### config.mk
export PLATFORM = sky130hd
export DESIGN_NAME = fprog_seq
export DESIGN_NICKNAME = d
export VERILOG_FILES = /design/src/rtl/fprog_pkg.sv /design/src/rtl/fprog_retry.sv /design/src/rtl/fprog_cmd_mux.sv /design/src/rtl/fprog_ctrl.sv /design/src/rtl/fprog_seq.sv
export SDC_FILE = /design/constraint.sdc
export NUM_CORES = 1
export LEC_CHECK = 0
export BUFFER_PORTS_ARGS = -buffer_cell sky130_fd_sc_hd__buf_4
export CORE_MARGIN = 2
export CORE_UTILIZATION = 51
export CTS_CLUSTER_SIZE = 25
export DETAILED_ROUTE_END_ITERATION = 8
export HOLD_SLACK_MARGIN = 0.02
export PLACE_DENSITY = 0.86
export SETUP_SLACK_MARGIN = 0.4
export SLEW_MARGIN = 25
export SYNTH_ARGS = -nofsm -noshare
export SYNTH_HDL_FRONTEND = slang
export SYNTH_HIERARCHICAL = 1
export SYNTH_SLANG_ARGS = --single-unit
### constraint.sdc
create_clock -name clk -period 3.19 [get_ports clk]
set_input_delay 0.1595 -clock clk [delete_from_list [all_inputs] [get_ports clk]]
set_output_delay 0.1595 -clock clk [all_outputs]
set_load 0.1 [all_outputs]
### src/rtl/fprog_pkg.sv
package fprog_pkg;

    parameter int OPC_W  = 8;
    parameter int CNT_W  = 8;
    parameter int STAT_W = 8;

    localparam logic [OPC_W-1:0] RDSR_OP = OPC_W'(8'h05);
    localparam int               WEL_POS = 1;
    localparam int               WIP_POS = 0;

    typedef enum logic [2:0] {
        PH_IDLE,
        PH_PRE,
        PH_WEL,
        PH_MAIN,
        PH_WIP,
        PH_DONE,
        PH_FAIL
    } phase_e;

    typedef enum logic [1:0] {
        ST_ISSUE,
        ST_SETTLE,
        ST_WAIT
    } step_e;

    typedef struct packed {
        logic [OPC_W-1:0] pre_op;
        logic [OPC_W-1:0] main_op;
        logic [CNT_W-1:0] tx;
        logic [CNT_W-1:0] rx;
        logic             wait_done;
    } req_t;

    typedef struct packed {
        logic [OPC_W-1:0] op;
        logic [CNT_W-1:0] tx;
        logic [CNT_W-1:0] rx;
    } cmd_t;

    function automatic logic is_resting(phase_e p);
        return (p == PH_IDLE) || (p == PH_DONE) || (p == PH_FAIL);
    endfunction

    function automatic logic poll_met(phase_e p, logic [STAT_W-1:0] s);
        if (p == PH_WEL) return s[WEL_POS];
        return !s[WIP_POS];
    endfunction

endpackage

### src/rtl/fprog_retry.sv
module fprog_retry #(
    parameter int MAX_POLLS = 1024
) (
    input  logic clk,
    input  logic rst,
    input  logic clr,
    input  logic inc,
    output logic exhausted
);
    localparam int CW = $clog2(MAX_POLLS) + 1;
    localparam logic [CW-1:0] LAST = CW'(MAX_POLLS - 1);

    logic [CW-1:0] cnt;

    always_ff @(posedge clk) begin
        if (rst || clr) begin
            cnt <= '0;
        end else if (inc) begin
            cnt <= cnt + 1'b1;
        end
    end

    assign exhausted = (cnt == LAST);
endmodule

### src/rtl/fprog_cmd_mux.sv
module fprog_cmd_mux
    import fprog_pkg::*;
(
    input  phase_e phase,
    input  req_t   req,
    output cmd_t   cmd
);
    always_comb begin
        cmd = '0;
        unique case (phase)
            PH_PRE: begin
                cmd.op = req.pre_op;
                cmd.tx = '0;
                cmd.rx = '0;
            end
            PH_WEL, PH_WIP: begin
                cmd.op = RDSR_OP;
                cmd.tx = '0;
                cmd.rx = CNT_W'(1);
            end
            PH_MAIN: begin
                cmd.op = req.main_op;
                cmd.tx = req.tx;
                cmd.rx = req.rx;
            end
            default: cmd = '0;
        endcase
    end
endmodule

### src/rtl/fprog_ctrl.sv
module fprog_ctrl
    import fprog_pkg::*;
(
    input  logic              clk,
    input  logic              rst,
    input  logic              start,
    input  req_t              req_in,
    input  logic              eng_busy,
    input  logic [STAT_W-1:0] eng_rdata,
    input  logic              exhausted,
    output phase_e            phase,
    output req_t              req_q,
    output logic              launch,
    output logic              retry_clr,
    output logic              retry_inc
);
    step_e  step, step_n;
    phase_e phase_n;
    logic   accept;

    always_comb begin
        phase_n   = phase;
        step_n    = step;
        accept    = 1'b0;
        retry_clr = 1'b0;
        retry_inc = 1'b0;
        if (is_resting(phase)) begin
            if (start) begin
                accept    = 1'b1;
                retry_clr = 1'b1;
                phase_n   = (req_in.pre_op != '0) ? PH_PRE : PH_MAIN;
                step_n    = ST_ISSUE;
            end
        end else begin
            unique case (step)
                ST_ISSUE:  step_n = ST_SETTLE;
                ST_SETTLE: step_n = ST_WAIT;
                default: begin
                    if (!eng_busy) begin
                        step_n = ST_ISSUE;
                        unique case (phase)
                            PH_PRE: begin
                                phase_n   = PH_WEL;
                                retry_clr = 1'b1;
                            end
                            PH_WEL, PH_WIP: begin
                                if (poll_met(phase, eng_rdata)) begin
                                    phase_n = (phase == PH_WEL) ? PH_MAIN : PH_DONE;
                                end else if (exhausted) begin
                                    phase_n = PH_FAIL;
                                end else begin
                                    retry_inc = 1'b1;
                                end
                            end
                            PH_MAIN: begin
                                if (req_q.wait_done) begin
                                    phase_n   = PH_WIP;
                                    retry_clr = 1'b1;
                                end else begin
                                    phase_n = PH_DONE;
                                end
                            end
                            default: phase_n = phase;
                        endcase
                    end
                end
            endcase
        end
    end

    always_ff @(posedge clk) begin
        if (rst) begin
            phase <= PH_IDLE;
            step  <= ST_ISSUE;
            req_q <= '0;
        end else begin
            phase <= phase_n;
            step  <= step_n;
            if (accept) req_q <= req_in;
        end
    end

    assign launch = !is_resting(phase) && (step == ST_ISSUE);
endmodule

### src/rtl/fprog_seq.sv
module fprog_seq
    import fprog_pkg::*;
#(
    parameter int MAX_POLLS = 1024
) (
    input  logic              clk,
    input  logic              rst,
    input  logic              start,
    input  logic [OPC_W-1:0]  pre_op,
    input  logic [OPC_W-1:0]  main_op,
    input  logic [CNT_W-1:0]  main_tx_cnt,
    input  logic [CNT_W-1:0]  main_rx_cnt,
    input  logic              wait_done,
    output logic              seq_busy,
    output logic              seq_done,
    output logic              seq_error,
    output logic              eng_launch,
    output logic [OPC_W-1:0]  eng_opcode,
    output logic [CNT_W-1:0]  eng_tx_cnt,
    output logic [CNT_W-1:0]  eng_rx_cnt,
    input  logic              eng_busy,
    input  logic [STAT_W-1:0] eng_rdata
);
    req_t   req_in, req_q;
    cmd_t   cmd;
    phase_e cur_phase;
    logic   retry_clr, retry_inc, exhausted;

    assign req_in = '{pre_op: pre_op, main_op: main_op, tx: main_tx_cnt,
                      rx: main_rx_cnt, wait_done: wait_done};

    fprog_ctrl u_ctrl (
        .clk       (clk),
        .rst       (rst),
        .start     (start),
        .req_in    (req_in),
        .eng_busy  (eng_busy),
        .eng_rdata (eng_rdata),
        .exhausted (exhausted),
        .phase     (cur_phase),
        .req_q     (req_q),
        .launch    (eng_launch),
        .retry_clr (retry_clr),
        .retry_inc (retry_inc)
    );

    fprog_retry #(.MAX_POLLS(MAX_POLLS)) u_retry (
        .clk       (clk),
        .rst       (rst),
        .clr       (retry_clr),
        .inc       (retry_inc),
        .exhausted (exhausted)
    );

    fprog_cmd_mux u_mux (
        .phase (cur_phase),
        .req   (req_q),
        .cmd   (cmd)
    );

    assign eng_opcode = cmd.op;
    assign eng_tx_cnt = cmd.tx;
    assign eng_rx_cnt = cmd.rx;
    assign seq_busy   = !is_resting(cur_phase);
    assign seq_done   = (cur_phase == PH_DONE);
    assign seq_error  = (cur_phase == PH_FAIL);
endmodule

==> results of run 1 <==
[final cells by class]
class,count,area [µm²]
Sequential cell,49,981
Fill cell,398,1620
Clock buffer,7,96.3
Clock inverter,1,5.00
Tap cell,54,67.6
Timing Repair Buffer,71,533
Inverter,12,45.0
Multi-Input combinational cell,229,1310
[per-stage QoR]
stage / cells / power [W] / utilization
final: 423 / 0.00239 / 0.652
after global placement: 415 / 0.00198 / 0.630
after CTS: 423 / 0.00239 / 0.652
after floorplan: 309 / 0.00176 / -
after detailed placement: 415 / 0.00199 / 0.630
after global routing: 423 / 0.00253 / 0.652
[Yosys cell counts, types with 2 or more instances]
master and number:
inv_1 11, or3_1 3, and2_4 10, nor3b_1 3, nand2_1 76, o31ai_1 4, and2_2 5, xnor2_1 5
a22oi_1 2, clkbuf_1 11, a31oi_1 3, nor3_1 3, nor2_1 15, dfxtp_1 49, nand3_1 5, nor2b_1 2
mux2_2 2, xor2_1 2, or4_1 5, nand4_1 3, o21ai_0 4, nor4_1 5, buf_6 3, a21oi_1 43
and3_2 2, o22ai_1 2, buf_2 3, mux2i_1 9
[flip-flops by register name (all words and copies together), names as in the netlist]
| name | cells |
|---|---|
| u_ctrl/req_q | 33 |
| u_ctrl/step | 2 |
| u_retry/cnt | 11 |
| u_ctrl/phase | 3 |
[worst reg2reg max path, cell delays in order (launching register included)]
cell and delay, ps:
dfxtp_1 350, ha_1 240, inv_1 60, nor4_1 50, nor3_1 440, nor3b_1 240, buf_4 180, nand3_1 160
nor4_1 230, mux2_2 370
[routing by layer]
layer / up-vias / share of wire
li1: 1172 / -
met1: 1091 / 0.44
met2: 49 / 0.51
met3: 7 / 0.041
met4: 0 / 0.011
met5: - / 0
[cells by family after synthesis]
logic type / count (synthesis)
DFF: 49
muxes: 11
and+or+nand+nor: 144
AOI/OAI and AO/OA: 66
adders and majority gates: 1
buffers and inverters: 31
xor gates and xnor gates: 7
[worst max path at each step]
stage,startpoint,endpoint,slack [ps],depth (start not counted)
2_1_floorplan,u_ctrl/phase[2],u_ctrl/step[0],780,5
3_3_place_gp,u_retry/cnt[0],u_retry/cnt[9],870,9
3_5_place_dp,u_retry/cnt[0],u_retry/cnt[9],800,9
4_1_cts,u_retry/cnt[0],u_retry/cnt[9],770,9
5_1_grt,u_retry/cnt[0],u_retry/cnt[9],570,9
6_report,u_retry/cnt[0],u_retry/cnt[9],760,9
[power groups by stage]
stage	sequential [W]	clock, W	combinational [W]
2_1_floorplan	0.000783	0	0.000973
3_3_place_gp	0.000797	0	0.00118
3_5_place_dp	0.000803	0	0.00119
4_1_cts	0.000790	0.000404	0.00119
5_1_grt	0.000804	0.000439	0.00129
6_report	0.000790	0.000399	0.00120
==> results.md, run 1 <==
* Sw frac at 0.472
* R2r startpoint: u_retry/cnt[0]
* Share of layout cells above drive strength 1 at 0.293
* Clock Power Share at 0.167
* Routed WL per cell at approximately 14 µm
* Post CTS Setup Buffer Count at 0
* Area after DPL at 2940 µm²
* Initial antenna violation count at 0
* Global route overflow at 0
* Critical path arrival at about 2600 ps
* Maxcap violations at 0
* CP required at roughly 3400 ps
* Die Area at 5330 µm²
* RD Place Congestion at between 0.8 and 0.9
* Final Hold Fails at 0
* Hold path start: main_rx_cnt[2]
* Later-pin clock latency in the skew report at about 300 ps
* Syn Area/Cell at 7.86 µm²
* Xor-xnor portion of the synthesized cell area at 0.0252
* Max Clock Skew at between 3 and 4 ps
* Worst min path class: in2reg
* Setup TNS at 0 ps
* NetSw at ~0.0011 W
* Met2 usage in global routing at 0.377
* DR vias at approximately 2,300
* Most frequent cells in the layout: nand2_1 (76), buf_4 (71), dfxtp_1 (49), a21oi_1 (43), nor2_1 (15)
* Leakage dissipation at ~1.2 nW
* CTS clk-pin slew, worst paths at around 80 ps
* CTS Hold Bufs at 0
* RSZ-0062 raised after global routing: no
* Largest net degree at the start of global routing at ~40
* Row Count at 25
* Min Hold Slack at about 94 ps
* Ports at 73
* GRT Overall Usage at 0.225
* Resized cells post-CTS at 0
* GR peak layer: met2
* Combinational Power Share at 0.502
* Antenna fix cells at 0
* Crit Reg-Reg Endpoint: u_retry/cnt[9]
* Via/cell ratio at 5.48
* Compound-Gate Fraction of Synth Area at 0.161
* H-tree depth at 2
* IO Port Bufs at 66
* R2R depth at 9
* CP Capture Type: flop
* Area leader, netlist: dfxtp_1
* CP max stage delay at ~440 ps
* CP Class: reg2reg
* Synthesis Warnings at 6
* CTS root buf: clkbuf_8
* Starting density of the core at 0.521
* Max-slew headroom at 0.553
* Number of global-route vias before repair at roughly 2,000
* Mapped Cells at between 300 and 400
* Syn nets at roughly 360
* Synth Area in Simple Gates at 0.298
* Core area at roughly 4700 µm²
* CP Buf/Inv Count at 2
* Crit-path slowest cell: nor3_1
* Antenna-violating nets left at 0
* Sequential fraction of the synthesis area at 0.404
* Clk sinks at 49
* CP delay by family, top: simple AND/OR/NAND/NOR gates
* Most common cell after layout, fill and taps aside: nand2_1
* CTS Buf Count at 5
* Final worst slack at 763 ps
* Dpl ws at approximately 800 ps
* Post-route cell area at ~3000 µm²
* Finish-stage setup viols at 0
* Post-synth EDFFs at 0
* End of the worst hold path: u_ctrl/req_q[3]
* Status: finished, final reports clean
* #FFs+latches synth at between 40 and 50
* Final HPWL from detailed placement at ~4000 µm
* Maximum VDD drop at 571 µV
* Critical path launch point type: flop
* Main combinational cell family by area after synthesis: simple AND/OR/NAND/NOR gates
* FF-to-FF setup slack at 760 ps
* Die width at roughly 73 µm
* Most used cell along the critical path: nor4_1
* Area grow syn2layout at 25.0%
* DRT Wirelength at just under 6000 µm
* TritonCTS clock tree: built
* Fin nets at roughly 410
* Residual DRC at 0
* Library cells used by synthesis at 47
* Crit path time final at 2430 ps
* Post-synthesis mux area share at 0.0463
* Register share of total power at 0.331
* Slew Viols, Final at 0
* Top FF cell, synth: dfxtp_1
* Synth area leaders: dfxtp_1 (40%), nand2_1 (12%), a21oi_1 (8.9%)
* Post-synth ARST share at 0
* Measured slew at the worst slew-check pin at 660 ps
* Critical Path, Cell by Cell: ha_1 > inv_1 > nor4_1 > nor3_1 > nor3b_1 > buf_4 > nand3_1 > nor4_1 > mux2_2
* Met3 Use GR at 0.0414
* CP Max Fanout at 6
* Hold Path Stages at 3
* Synth Area in Adders at 0.00515
* DRT iter0 DRCs at ~210
* P_int at roughly 0.0013 W
* GR Layer Usage met1 at 0.291
* Clock Path Buffers at 2
* Period utilisation layout at 0.761
* P per Cell Area at between 700 and 800 nW/µm²
* Cell area after synthesis at about 2400 µm²
* DRT Pass-1 Iters at 5
* First-pass GRT wire length at between 9000 and 10,000 µm
* Post-synth top area share at 0.404
* Fmax at a little over 400 MHz
* Die height at 73.0 µm
(Power assumes the default switching activity.)
==> run 2, diff against run 1 <==
==> constraint.sdc (replaced) <==
create_clock -name clk -period 2.3 [get_ports clk]
set_input_delay 0.115 -clock clk [delete_from_list [all_inputs] [get_ports clk]]
set_output_delay 0.115 -clock clk [all_outputs]
set_load 0.1 [all_outputs]
==> run 2 against run 1 <==
Against the previous run:
- maximum frequency up 24%
- combinational power up 68%
- total power up 56%
- global-route usage up 0.93 points
- sequential share of layout area down 3.1 points
- wire length up 6.1%
- clock skew up 1.4 ps
- cell count up 3.3%
- register-to-register slack worse by 420 ps
==> results.md, run 2 (same netlist as run 1, synthesis figures left out) <==
* Status: finished, final reports clean
* Antenna-violating nets left at 0
* DR vias at around 2,400
* Leakage dissipation at ~1.4 nW
* CTS clk-pin slew, worst paths at 90 ps
* Largest net degree at the start of global routing at 41
* P per Cell Area at ~1100 nW/µm²
* Critical path launch point type: flop
* CP delay by family, top: compound AO/OA/AOI/OAI gates
* Fmax at 510 MHz
* Later-pin clock latency in the skew report at 300 ps
* Max Clock Skew at 5.10 ps
* Post-route cell area at between 3000 and 4000 µm²
* Global route overflow at 0
* Top flop regs: u_ctrl/req_q x33, u_retry/cnt x11, u_ctrl/phase x3
* CP Class: reg2reg
* Area grow syn2layout at 40.0%
* Residual DRC at 0
* Die Area at roughly 5300 µm²
* Via/cell ratio at between 5 and 6
* Antenna fix cells at 0
* H-tree depth at 2
* Finish-stage setup viols at 0
* DRT Wirelength at roughly 6200 µm
* RSZ-0062 raised after global routing: yes
* Max-slew headroom at 0.647
* Slew Viols, Final at 0
* CP Max Fanout at 5
* Crit path time final at roughly 2000 ps
* DRT Pass-1 Iters at 4
* CP Buf/Inv Count at 1
* Core area at 4660 µm²
* Max reg flops at 33
* First-pass GRT wire length at about 10000 µm
* Final HPWL from detailed placement at 3910 µm
* Row Count at 25
* DRT iter0 DRCs at approximately 150
* TritonCTS clock tree: built
* Share of layout cells above drive strength 1 at 0.397
* CP Capture Type: flop
* Biggest register: u_ctrl/req_q
* CTS Hold Bufs at 0
* Starting density of the core at 0.521
* Routed WL per cell at ~14 µm
* Initial antenna violation count at 0
* Crit-path slowest cell: or3_1
* Area after DPL at 3070 µm²
* Number of global-route vias before repair at approximately 2,300
* GRT Overall Usage at 0.234
* Most common cell after layout, fill and taps aside: buf_4
* Period utilisation layout at 0.852
* CTS root buf: clkbuf_8
* Clk sinks at 49
* Die height at between 70 and 80 µm
* Maxcap violations at 0
* Ports at between 70 and 80
* IO Port Bufs at 66
* Most frequent cells in the layout: buf_4 (79), nand2_1 (75), dfxtp_1 (45), a21oi_1 (40)
* Maximum VDD drop at 1260 µV
* CP required at between 2000 and 2500 ps
* CTS Buf Count at 5
* Setup TNS at 0 ps
* RD Place Congestion at 0.852
* Measured slew at the worst slew-check pin at 524 ps
* Fin nets at about 430
* Die width at ~73 µm
* Critical path arrival at around 2200 ps
* Critical Path, Cell by Cell: buf_12 > or2_4 > a311oi_4 > o311ai_4 > or3_1 > a32o_1
* CP max stage delay at around 380 ps
* Final Hold Fails at 0
* Clock Path Buffers at 2
* Worst min path class: in2reg
[run 2: timing repair]
| action | 4_1_cts | 5_1_grt |
|---|---|---|
| resized for setup | 10 | 12 |
| buffers inserted | 10 | 2 |
| endpoints found under the setup margin | 13 | 14 |
| pin swaps | 10 | 4 |
[run 2: where the power goes]
group | internal (W) | total, W | switching, W
clock | 0.000311 | 0.000590 | 0.000279
sequential | 0.000996 | 0.00112 | 0.000126
combinational | 0.000745 | 0.00201 | 0.00126
[run 2: area by class of cell]
type	instances	area, µm²
multi-input combinational	229	1490
inverter	12	45.0
sequential	49	993
timing repair buffer	85	689
clock buffer	8	111
tap	54	67.6
fill	352	1260
[run 2: worst min-delay path, cell delays in order]
cell	delay (ps)
buf_4	110
nand2_1	40
a21oi_1	50
[run 2: final timing paths]
check	end	slack, ps	startpoint	cells after the start
min reg2reg	u_ctrl/req_q[9]	460	u_ctrl/req_q[9]	2
min	u_ctrl/req_q[5]	60	main_rx_cnt[4]	3
max	u_ctrl/phase[2]	340	u_ctrl/phase[1]	6
max reg2reg	u_ctrl/phase[2]	340	u_ctrl/phase[1]	6
[run 2: metrics by stage]
step | total power, W | std cells | worst slack (ps) | utilization | hold slack [ps]
floorplan | 0.00257 | 309 | 43.0 | - | 251
global placement | 0.00282 | 417 | 161 | 0.660 | 364
detailed placement | 0.00286 | 417 | 71.3 | 0.660 | 373
CTS | 0.00358 | 435 | 391 | 0.711 | 55.8
global route | 0.00393 | 437 | 267 | 0.730 | 47.7
finish | 0.00372 | 437 | 340 | 0.730 | 57.6
[run 2: layer usage]
layer  routed length (µm)  track usage
met5                    0            0
met4                   77       0.0864
met3                  415       0.0552
met2                 3110        0.388
met1                 2560        0.296
